==> config.mk <==
export PLATFORM = sky130hd
export DESIGN_NAME = pia_arbiter
export DESIGN_NICKNAME = d
export VERILOG_FILES = /design/src/rtl/pia_pkg.sv /design/src/rtl/pia_leaf_gather.sv /design/src/rtl/pia_min_tree.sv /design/src/rtl/pia_cpu_gate.sv /design/src/rtl/pia_arbiter.sv
export SDC_FILE = /design/constraint.sdc
export NUM_CORES = 2
export LEC_CHECK = 0
export ABC_CLOCK_PERIOD_IN_PS = 1400
export CAP_MARGIN = 20
export CORE_AREA = 2 2 740 742
export DETAILED_ROUTE_END_ITERATION = 10
export DIE_AREA = 0 0 742 744
export PLACE_DENSITY = 0.3
export SKIP_LAST_GASP = 1
export SYNTH_ARGS = -nofsm -noshare
export SYNTH_HDL_FRONTEND = slang
export SYNTH_SLANG_ARGS = --single-unit
==> constraint.sdc <==
create_clock -name clk_i -period 1.4 [get_ports clk_i]
set_clock_uncertainty 0.15 [all_clocks]
set_input_delay 0.21 -clock clk_i [delete_from_list [all_inputs] [get_ports clk_i]]
set_output_delay 0.21 -clock clk_i [all_outputs]
set_load 0.02 [all_outputs]
==> src/rtl/pia_pkg.sv <==
package pia_pkg;
  localparam int PRIO_W      = 8;
  localparam int RUN_W       = PRIO_W + 1;
  localparam int ID_W        = 10;
  localparam int BANKED_IRQS = 32;
  localparam logic [ID_W-1:0]  SPURIOUS_ID = 10'd1023;
  localparam logic [RUN_W-1:0] IDLE_RUN    = 9'h100;

  typedef struct packed {
    logic              vld;
    logic [PRIO_W-1:0] prio;
    logic [ID_W-1:0]   id;
  } cand_t;

  // Left operand carries the lower interrupt numbers, so it keeps ties.
  function automatic cand_t pick(input cand_t a, input cand_t b);
    if (a.vld && (!b.vld || a.prio <= b.prio)) return a;
    return b;
  endfunction
endpackage

==> src/rtl/pia_leaf_gather.sv <==
module pia_leaf_gather
  import pia_pkg::*;
#(
  parameter int NUM_IRQ = 64
) (
  input  logic [NUM_IRQ-1:0]                 en_i,
  input  logic [NUM_IRQ-1:0]                 pend_i,
  input  logic [BANKED_IRQS*PRIO_W-1:0]      bank_prio_i,
  input  logic [(NUM_IRQ-BANKED_IRQS)*PRIO_W-1:0] shared_prio_i,
  output cand_t [NUM_IRQ-1:0]                leaf_o
);
  for (genvar i = 0; i < NUM_IRQ; i++) begin : g_leaf
    logic [PRIO_W-1:0] prio;
    if (i < BANKED_IRQS) begin : g_banked
      assign prio = bank_prio_i[i*PRIO_W +: PRIO_W];
    end else begin : g_shared
      assign prio = shared_prio_i[(i-BANKED_IRQS)*PRIO_W +: PRIO_W];
    end
    assign leaf_o[i].vld  = en_i[i] & pend_i[i];
    assign leaf_o[i].prio = prio;
    assign leaf_o[i].id   = ID_W'(i);
  end
endmodule

==> src/rtl/pia_min_tree.sv <==
module pia_min_tree
  import pia_pkg::*;
#(
  parameter int N = 64
) (
  input  cand_t [N-1:0] leaf_i,
  output cand_t         best_o
);
  localparam int LEVELS = (N > 1) ? $clog2(N) : 0;
  localparam int LEAVES = 1 << LEVELS;

  always_comb begin
    cand_t work [LEAVES];
    for (int j = 0; j < LEAVES; j++) begin
      work[j] = (j < N) ? leaf_i[j] : '0;
    end
    for (int lv = 0; lv < LEVELS; lv++) begin
      for (int j = 0; j < (LEAVES >> (lv + 1)); j++) begin
        work[j] = pick(work[2*j], work[2*j+1]);
      end
    end
    best_o = work[0];
  end

  // the winner beats or ties every candidate and wins ties by number.
  always_comb begin
    for (int j = 0; j < N; j++) begin
      if (leaf_i[j].vld) begin
        assert_min_tree_R3: assert (best_o.vld && best_o.prio <= leaf_i[j].prio &&
                                    (best_o.prio != leaf_i[j].prio || best_o.id <= leaf_i[j].id))
          else $error("tree winner worse than leaf %0d", j);
      end
    end
  end
endmodule

==> src/rtl/pia_cpu_gate.sv <==
module pia_cpu_gate
  import pia_pkg::*;
(
  input  logic             clk_i,
  input  logic             rst_ni,
  input  logic             en_i,
  input  cand_t            best_i,
  input  logic [PRIO_W-1:0] mask_i,
  input  logic [RUN_W-1:0] run_i,
  output logic [ID_W-1:0]  id_o,
  output logic             req_o
);
  logic            show;
  logic [ID_W-1:0] id_d;
  logic            req_d;

  always_comb begin
    show  = en_i && best_i.vld && (best_i.prio <= mask_i);
    id_d  = show ? best_i.id : SPURIOUS_ID;
    req_d = show && ({1'b0, best_i.prio} < run_i);
  end

  always_ff @(posedge clk_i or negedge rst_ni) begin
    if (!rst_ni) begin
      id_o  <= SPURIOUS_ID;
      req_o <= 1'b0;
    end else begin
      id_o  <= id_d;
      req_o <= req_d;
    end
  end

  assert_disabled_quiet_R1: assert property (@(posedge clk_i) disable iff (!rst_ni)
    !en_i |=> (!req_o && id_o == SPURIOUS_ID));
  assert_masked_spurious_R4: assert property (@(posedge clk_i) disable iff (!rst_ni)
    (best_i.vld && best_i.prio > mask_i) |=> (id_o == SPURIOUS_ID && !req_o));
  assert_req_has_id_R5: assert property (@(posedge clk_i) disable iff (!rst_ni)
    req_o |-> id_o != SPURIOUS_ID);
  assert_idle_preempt_R7: assert property (@(posedge clk_i) disable iff (!rst_ni)
    (en_i && best_i.vld && best_i.prio <= mask_i && run_i == IDLE_RUN) |=> req_o);
  assert_no_cand_R9: assert property (@(posedge clk_i) disable iff (!rst_ni)
    !best_i.vld |=> (id_o == SPURIOUS_ID && !req_o));
endmodule

==> src/rtl/pia_arbiter.sv <==
module pia_arbiter
  import pia_pkg::*;
#(
  parameter int NUM_IRQ = 64,   // must exceed 32
  parameter int NUM_CPU = 4
) (
  input  logic                                    clk_i,
  input  logic                                    rst_ni,
  input  logic                                    dist_en_i,
  input  logic [NUM_CPU-1:0]                      cpu_en_i,
  input  logic [NUM_IRQ*NUM_CPU-1:0]              irq_en_i,
  input  logic [NUM_IRQ*NUM_CPU-1:0]              irq_pend_i,
  input  logic [BANKED_IRQS*NUM_CPU*PRIO_W-1:0]   bank_prio_i,
  input  logic [(NUM_IRQ-BANKED_IRQS)*PRIO_W-1:0] shared_prio_i,
  input  logic [NUM_CPU*PRIO_W-1:0]               prio_mask_i,
  input  logic [NUM_CPU*RUN_W-1:0]                run_prio_i,
  output logic [NUM_CPU*ID_W-1:0]                 hp_id_o,
  output logic [NUM_CPU-1:0]                      irq_req_o
);
  for (genvar c = 0; c < NUM_CPU; c++) begin : g_cpu
    logic [NUM_IRQ-1:0]            en_c;
    logic [NUM_IRQ-1:0]            pend_c;
    logic [BANKED_IRQS*PRIO_W-1:0] bprio_c;
    cand_t [NUM_IRQ-1:0]           leaf;
    cand_t                         best;

    for (genvar i = 0; i < NUM_IRQ; i++) begin : g_slice
      assign en_c[i]   = irq_en_i[i*NUM_CPU + c];
      assign pend_c[i] = irq_pend_i[i*NUM_CPU + c];
    end
    for (genvar i = 0; i < BANKED_IRQS; i++) begin : g_bprio
      assign bprio_c[i*PRIO_W +: PRIO_W] = bank_prio_i[(i*NUM_CPU + c)*PRIO_W +: PRIO_W];
    end

    pia_leaf_gather #(.NUM_IRQ(NUM_IRQ)) u_gather (
      .en_i          (en_c),
      .pend_i        (pend_c),
      .bank_prio_i   (bprio_c),
      .shared_prio_i (shared_prio_i),
      .leaf_o        (leaf)
    );

    pia_min_tree #(.N(NUM_IRQ)) u_tree (
      .leaf_i (leaf),
      .best_o (best)
    );

    pia_cpu_gate u_gate (
      .clk_i  (clk_i),
      .rst_ni (rst_ni),
      .en_i   (dist_en_i & cpu_en_i[c]),
      .best_i (best),
      .mask_i (prio_mask_i[c*PRIO_W +: PRIO_W]),
      .run_i  (run_prio_i[c*RUN_W +: RUN_W]),
      .id_o   (hp_id_o[c*ID_W +: ID_W]),
      .req_o  (irq_req_o[c])
    );
  end
endmodule

# ---- Word-level counts from Yosys, hierarchy flattened
# Index checks and enable logic that the tools add are counted.
dict set report op_classes {
  magnitude_cmp 212
  muxes 760
  n_bitwise 260
  n_reduce_logical 768
}
# cell n
set op_table {}
lappend op_table {{$mux W19} 504}
lappend op_table {{$le A8 B8 Y1} 208}
lappend op_table {{$logic_and A1 B1 Y1} 264}
lappend op_table {{$and A1 B1 Y1} 260}
lappend op_table {{$logic_not A1 Y1} 252}
lappend op_table {{$logic_or A1 B1 Y1} 252}
lappend op_table {{$mux W1} 252}
lappend op_table {{$mux W10} 4}
lappend op_table {{$lt A8 B9 Y1} 4}
dict set report word_totals {
  reg_bits 44
  input_bits 1867
  output_inout_bits 44
  word_cells 2008
}

# ---- Longest topological paths before layout
dict set report logic_depth {
  depth_word 34
  depth_mapped 73
}

# ---- By module
# From an unflattened synthesis, not the netlist that was laid out.
dict set report unflattened {
  hier_cells 22429
  hier_area_um2 156481.3
}
# mod n_inst cells_per_inst area_each_um2 seq_area_each_um2
set modules_own_cells {}
lappend modules_own_cells {pia_leaf_gather 4 1218 9056.2 0.0}
lappend modules_own_cells {{pia_min_tree at g_cpu[0].u_tree} 1 4369 29734.8 0.0}
lappend modules_own_cells {{pia_min_tree at g_cpu[3].u_tree} 1 4412 29515.8 0.0}
lappend modules_own_cells {{pia_min_tree at g_cpu[2].u_tree} 1 4248 29096.7 0.0}
lappend modules_own_cells {{pia_min_tree at g_cpu[1].u_tree} 1 4212 28761.3 0.0}
lappend modules_own_cells {pia_cpu_gate 4 78 780.7 287.8}
lappend modules_own_cells {pia_arbiter 1 4 25.0 0.0}

# ---- Worst setup path before layout
# Ideal clock, no wire load.
dict set report synth_timing {
  kind {input -> register}
  startpoint {in shared_prio_i[64]}
  endpoint {reg g_cpu[1].u_gate.req_o}
  setup_ns 0.087
  t_arrival_ns 13.086
  slack_ns -11.923
  stages 69
  path_cell_list {clkbuf_1 > inv_1 > ha_1 > nand4_1 > nor2_1 > a21oi_1 > nor2_2 > o21ba_2 > buf_2 > mux2_2 > ha_1 > and4_1 > a21oi_1 > o21ai_0 > a21oi_1 > a21o_1 > clkbuf_1 > clkbuf_1 > [... 33 more ...] > nand2b_1 > a21oi_1 > o21ai_0 > a21oi_1 > clkbuf_1 > nor2_1 > a221o_1 > a211oi_1 > ha_1 > o21a_1 > o21ai_0 > nand2b_1 > a21oi_1 > o21ai_0 > a221oi_1 > o21ai_0 > a2111o_1 > o211ai_1}
}
dict set report synth_via {
  elab_chain_len 33
  word_cells_on_any_way 41
}
# item line
set synth_rtl {}
lappend synth_rtl {{start: declaration} pia_arbiter.sv:14} ;# input logic [(NUM_IRQ-BANKED_IRQS)*PRIO_W-1:0] shared_prio_i,
lappend synth_rtl {{$le A8 B8 Y1} pia_pkg.sv:17} ;# if (a.vld && (!b.vld || a.prio <= b.prio)) return a;
lappend synth_rtl {{$logic_or A1 B1 Y1} pia_pkg.sv:17}
lappend synth_rtl {{$logic_and A1 B1 Y1} pia_pkg.sv:17}
lappend synth_rtl {{$mux W1} pia_pkg.sv:17}
lappend synth_rtl {{$mux W19 *} pia_pkg.sv:18} ;# return b;
lappend synth_rtl {{$le A8 B8 Y1} pia_pkg.sv:17}
lappend synth_rtl {{$logic_or A1 B1 Y1} pia_pkg.sv:17}
lappend synth_rtl {{$logic_and A1 B1 Y1} pia_pkg.sv:17}
lappend synth_rtl {{[... 18 more ...]} n/a}
lappend synth_rtl {{$logic_or A1 B1 Y1} pia_pkg.sv:17}
lappend synth_rtl {{$logic_and A1 B1 Y1} pia_pkg.sv:17}
lappend synth_rtl {{$mux W1} pia_pkg.sv:17}
lappend synth_rtl {{$mux W19 *} pia_pkg.sv:18}
lappend synth_rtl {{$le A8 B8 Y1 / $logic_and A1 B1 Y1 (equally long branches)} pia_cpu_gate.sv:18} ;# show = en_i && best_i.vld && (best_i.prio <= mask_i);
lappend synth_rtl {{$logic_and A1 B1 Y1} pia_cpu_gate.sv:18}
lappend synth_rtl {{$logic_and A1 B1 Y1 *} pia_cpu_gate.sv:20} ;# req_d = show && ({1'b0, best_i.prio} < run_i);
lappend synth_rtl {{named net g_cpu[1].u_gate.req_d} pia_cpu_gate.sv:15} ;# logic req_d;
lappend synth_rtl {{end signal: assignment} pia_cpu_gate.sv:29} ;# req_o <= req_d;
lappend synth_rtl {{end: declaration} pia_cpu_gate.sv:11} ;# output logic req_o
# The timed path passes the listed nets; every way through them passes the cells marked *. The select of a mux whose other input is x is not followed.

# ---- Final worst setup path
dict set report layout_timing {
  startpoint {in shared_prio_i[155]}
  endpoint {reg g_cpu[1].u_gate.id_o[0]}
}
dict set report layout_via {
  elab_chain_len 33
  word_cells_on_any_way 39
}
# item line
set layout_rtl {}
lappend layout_rtl {{$le A8 B8 Y1} pia_pkg.sv:17}
lappend layout_rtl {{$logic_or A1 B1 Y1} pia_pkg.sv:17}
lappend layout_rtl {{$logic_and A1 B1 Y1} pia_pkg.sv:17}
lappend layout_rtl {{$mux W1} pia_pkg.sv:17}
lappend layout_rtl {{$mux W19 *} pia_pkg.sv:18}
lappend layout_rtl {{$le A8 B8 Y1 / $logic_not A1 Y1 (equally long branches)} pia_pkg.sv:17}
lappend layout_rtl {{$logic_or A1 B1 Y1} pia_pkg.sv:17}
lappend layout_rtl {{$logic_and A1 B1 Y1} pia_pkg.sv:17}
lappend layout_rtl {{[... 18 more ...]} n/a}
lappend layout_rtl {{$logic_or A1 B1 Y1} pia_pkg.sv:17}
lappend layout_rtl {{$logic_and A1 B1 Y1} pia_pkg.sv:17}
lappend layout_rtl {{$mux W1} pia_pkg.sv:17}
lappend layout_rtl {{$mux W19 *} pia_pkg.sv:18}
lappend layout_rtl {{$le A8 B8 Y1 / $logic_and A1 B1 Y1 (equally long branches)} pia_cpu_gate.sv:18}
lappend layout_rtl {{$logic_and A1 B1 Y1} pia_cpu_gate.sv:18}
lappend layout_rtl {{$mux W10 *} pia_cpu_gate.sv:19} ;# id_d = show ? best_i.id : SPURIOUS_ID;
lappend layout_rtl {{named net g_cpu[1].u_gate.id_d[0]} pia_cpu_gate.sv:14} ;# logic [ID_W-1:0] id_d;
lappend layout_rtl {{end signal: assignment} pia_cpu_gate.sv:28} ;# id_o <= id_d;
lappend layout_rtl {{end: declaration} pia_cpu_gate.sv:10} ;# output logic [ID_W-1:0] id_o,
# Marked as above.

==> metrics.txt <==
syn avg cell area=7.37 µm²; grt ovf=0; critical path class=input port to register; CP peak stage delay=540 ps; fin cells=24.4k; DR pass1 iterations=5; sequential fraction of the synthesis area=1.12%; initial antenna violation count=228; post-synth top area share=28.3%; Final Critical Period=12700 ps; Syn Inst Count=10.2k; Slew @ Worst Pin=765 ps; count of input and output buffers=1910; Yosys warning total=0; Worst VDD drop=2.30 mV; CTS Sinks=32; Rel. slew slack=47.5%; Core Rows=271; final setup fails=74; failing checks=setup timing; DP Wirelength=552 mm; Min-Delay Path Class=input port to async pin; fillers=59.1k; Multi-input gate area=0.0787 mm²; Synthesized Nets=13.7k; CTS tree=built; Die X-Extent=742 µm; Leakage=0.0759 µW; fin crit share=907%; Post-synth EDFFs=0; vias in the first global route=104k; pre-CTS setup slack=-14020 ps; number of antenna-violating nets in the routed design=0; kind of cell adding the most delay to the critical path=compound AO/OA/AOI/OAI gates; Reg clk slew, reported paths=100 ps; Initial DRC Count=4557; Nets=20.7k; fin util=28.7%; number of distinct library cells after synthesis=127; Cell Area, Synth=0.0749 mm²; critical path peak fanout=8; placed cell count=23.9k; unrepaired setup endpoints after global routing=yes; Die Ht=744 µm; share of cells above drive strength 1=43.3%; GR Util met3=3.38%; Synth area leaders=ha_1 28%, mux2i_1 16%, inv_1 7.1%, a21oi_1 5.1%, mux2_2 4.5%; Via density=4.20; CTS Buffer Depth=2; Fmax=78.7 MHz; area leader, netlist=ha_1; busiest grt layer=met2; Slew Viols, Final=0; crit-path most repeated cell=buf_4; FF+latch count, synth=32; Root Driver=clkbuf_16; crit path buf inv count=18; Post-synth top flop=dfstp_2; core area=0.544 mm²; max cap viols=0; async set-reset flop share out of synthesis=100%; Initial Utilization=13.8%; via count=103k; Layout area overhead=108%; routed length per instance=24.5 µm; Critical Path AT=12850 ps; Worst Path Required=1550 ps; post-place instance area=0.143 mm²; Power per Cell Area=1340 mW/mm²; Critical Path Sink Type=register; register area=836 µm²; crit path from=shared_prio_i[155]; slowest CP cell=a211oi_1; final hold viol count=0; final RePlAce weighted congestion=0.903; synth cell count leaders=1692 x ha_1, 1408 x inv_1, 1177 x mux2i_1, 759 x a21oi_1, 722 x nand2_1; Worst Setup Start Kind=input port; outcome=finished with violations; Remaining DRCs=0; CTS Buf Count=5; met1 Use GR=25.4%; Final Cell Area=0.156 mm²; Detailed Route WL=599 mm; GRT Overall Usage=20.6%; global-route wire length before repair=808 mm; die area=0.552 mm²; PnR worst setup slack=-11300 ps; CTS H-tree depth=2; most common cell in the synthesized netlist=ha_1; met2 global-route usage=37.5%; largest net degree at the start of global routing=18; num ports=1911
## power breakdown
part           internal [µW]  switching (µW)  leakage (µW)
combinational         105000          101000        0.0754
sequential              1370             229      0.000348
clock                    669             859     0.0000740
total                 107000          102000        0.0759
## sequential cells by signal, summed over array words and instances (netlist names)
register	cells
g_cpu.u_gate.id_o	28
g_cpu.u_gate.req_o	4
## repair_timing
action / 4_1_cts / 5_1_grt
gates cloned: 8 / 12
hold endpoints to repair: 32 / 0
buffers inserted: 183 / 249
hold buffers: 1 / 0
setup endpoints to repair: 74 / 74
pin swaps: 293 / 419
gates resized for setup: 952 / 1385
## path summary, 6_finish.rpt
check                                          end  slack [ps]  cells after the start
max                        g_cpu[1].u_gate.id_o[0]      -11300                     69
min                          g_cpu[2].u_gate.req_o         250                      3
max in group asynchronous  g_cpu[3].u_gate.id_o[5]         540                      3
min in group clk_i           g_cpu[2].u_gate.req_o         340                      3
## layout make-up
type / instances / share of cell area [%]
sequential: 32 / 0.535
clock inverter: 3 / 0.0120
inverter: 1416 / 3.45
antenna: 76 / 0.122
tap: 7234 / 5.80
multi-input combinational: 8426 / 50.4
timing repair buffer: 7215 / 39.6
clock buffer: 5 / 0.0802
## layer usage
layer / share of wire (%) / wire length [µm] / up-vias
met5: 0.10 / 621 / -
met1: 43 / 260000 / 48300
met2: 50 / 298000 / 2153
met4: 2.1 / 12500 / 92
met3: 4.7 / 28000 / 507
li1: - / - / 51500
## stage by stage
stage               total power [µW]  hold slack (ps)  TNS (ps)
floorplan                      87300             -236   -314580
global placement              182000              112   -402950
detailed placement            181000              107   -400980
CTS                           193000              215   -372700
global route                  226000              257   -379780
finish                        209000              246   -359850
## tightest hold or removal path: stages
cell,delay [ps]
dlygate4sd3_1,530
buf_4,190
buf_12,200
## layout by cell type, fill, tap and decap left out, types with 60 or more instances in the layout
cell type | Yosys | layout
o21ai_0 | 500 | 264
and4_1 | 72 | 63
buf_4 | 26 | 5001
a21oi_2 | 5 | 186
buf_6 | 5 | 137
a21o_1 | 174 | 170
mux2_4 | 12 | 99
o21ai_1 | 20 | 176
inv_2 | 6 | 65
ha_1 | 1692 | 1490
mux2i_4 | 1 | 229
nor2b_1 | 234 | 215
diode_2 | 0 | 76
ha_4 | 0 | 195
o21a_1 | 208 | 197
o211ai_1 | 179 | 179
dlymetal6s2s_1 | 0 | 125
a211oi_1 | 139 | 61
mux2i_1 | 1177 | 717
nand4_1 | 276 | 276
and2_1 | 74 | 60
mux2i_2 | 1 | 233
inv_1 | 1408 | 1335
o21ai_2 | 2 | 74
clkdlybuf4s50_1 | 0 | 1574
nor3_1 | 124 | 94
nand2_1 | 722 | 698
nor2_1 | 524 | 464
a211oi_2 | 10 | 76
mux2_2 | 298 | 211
a22oi_1 | 107 | 97
buf_12 | 0 | 175
dlygate4sd2_1 | 0 | 139
a21oi_1 | 759 | 556
nand3_1 | 178 | 149
## cell families (layout without fill, tap and decap cells)
kind of cell / after synthesis / count (layout) / share of synthesized area (%)
compound gates: 2734 / 2737 / 24.3
simple gates: 2502 / 2506 / 16.9
buf+inv: 1709 / 8639 / 8.90
fa+ha+maj: 1692 / 1692 / 28.3
mux: 1491 / 1491 / 20.5
flops: 32 / 32 / 1.12
other cells: 0 / 76 / 0
Power figures use the tool's default switching activity.
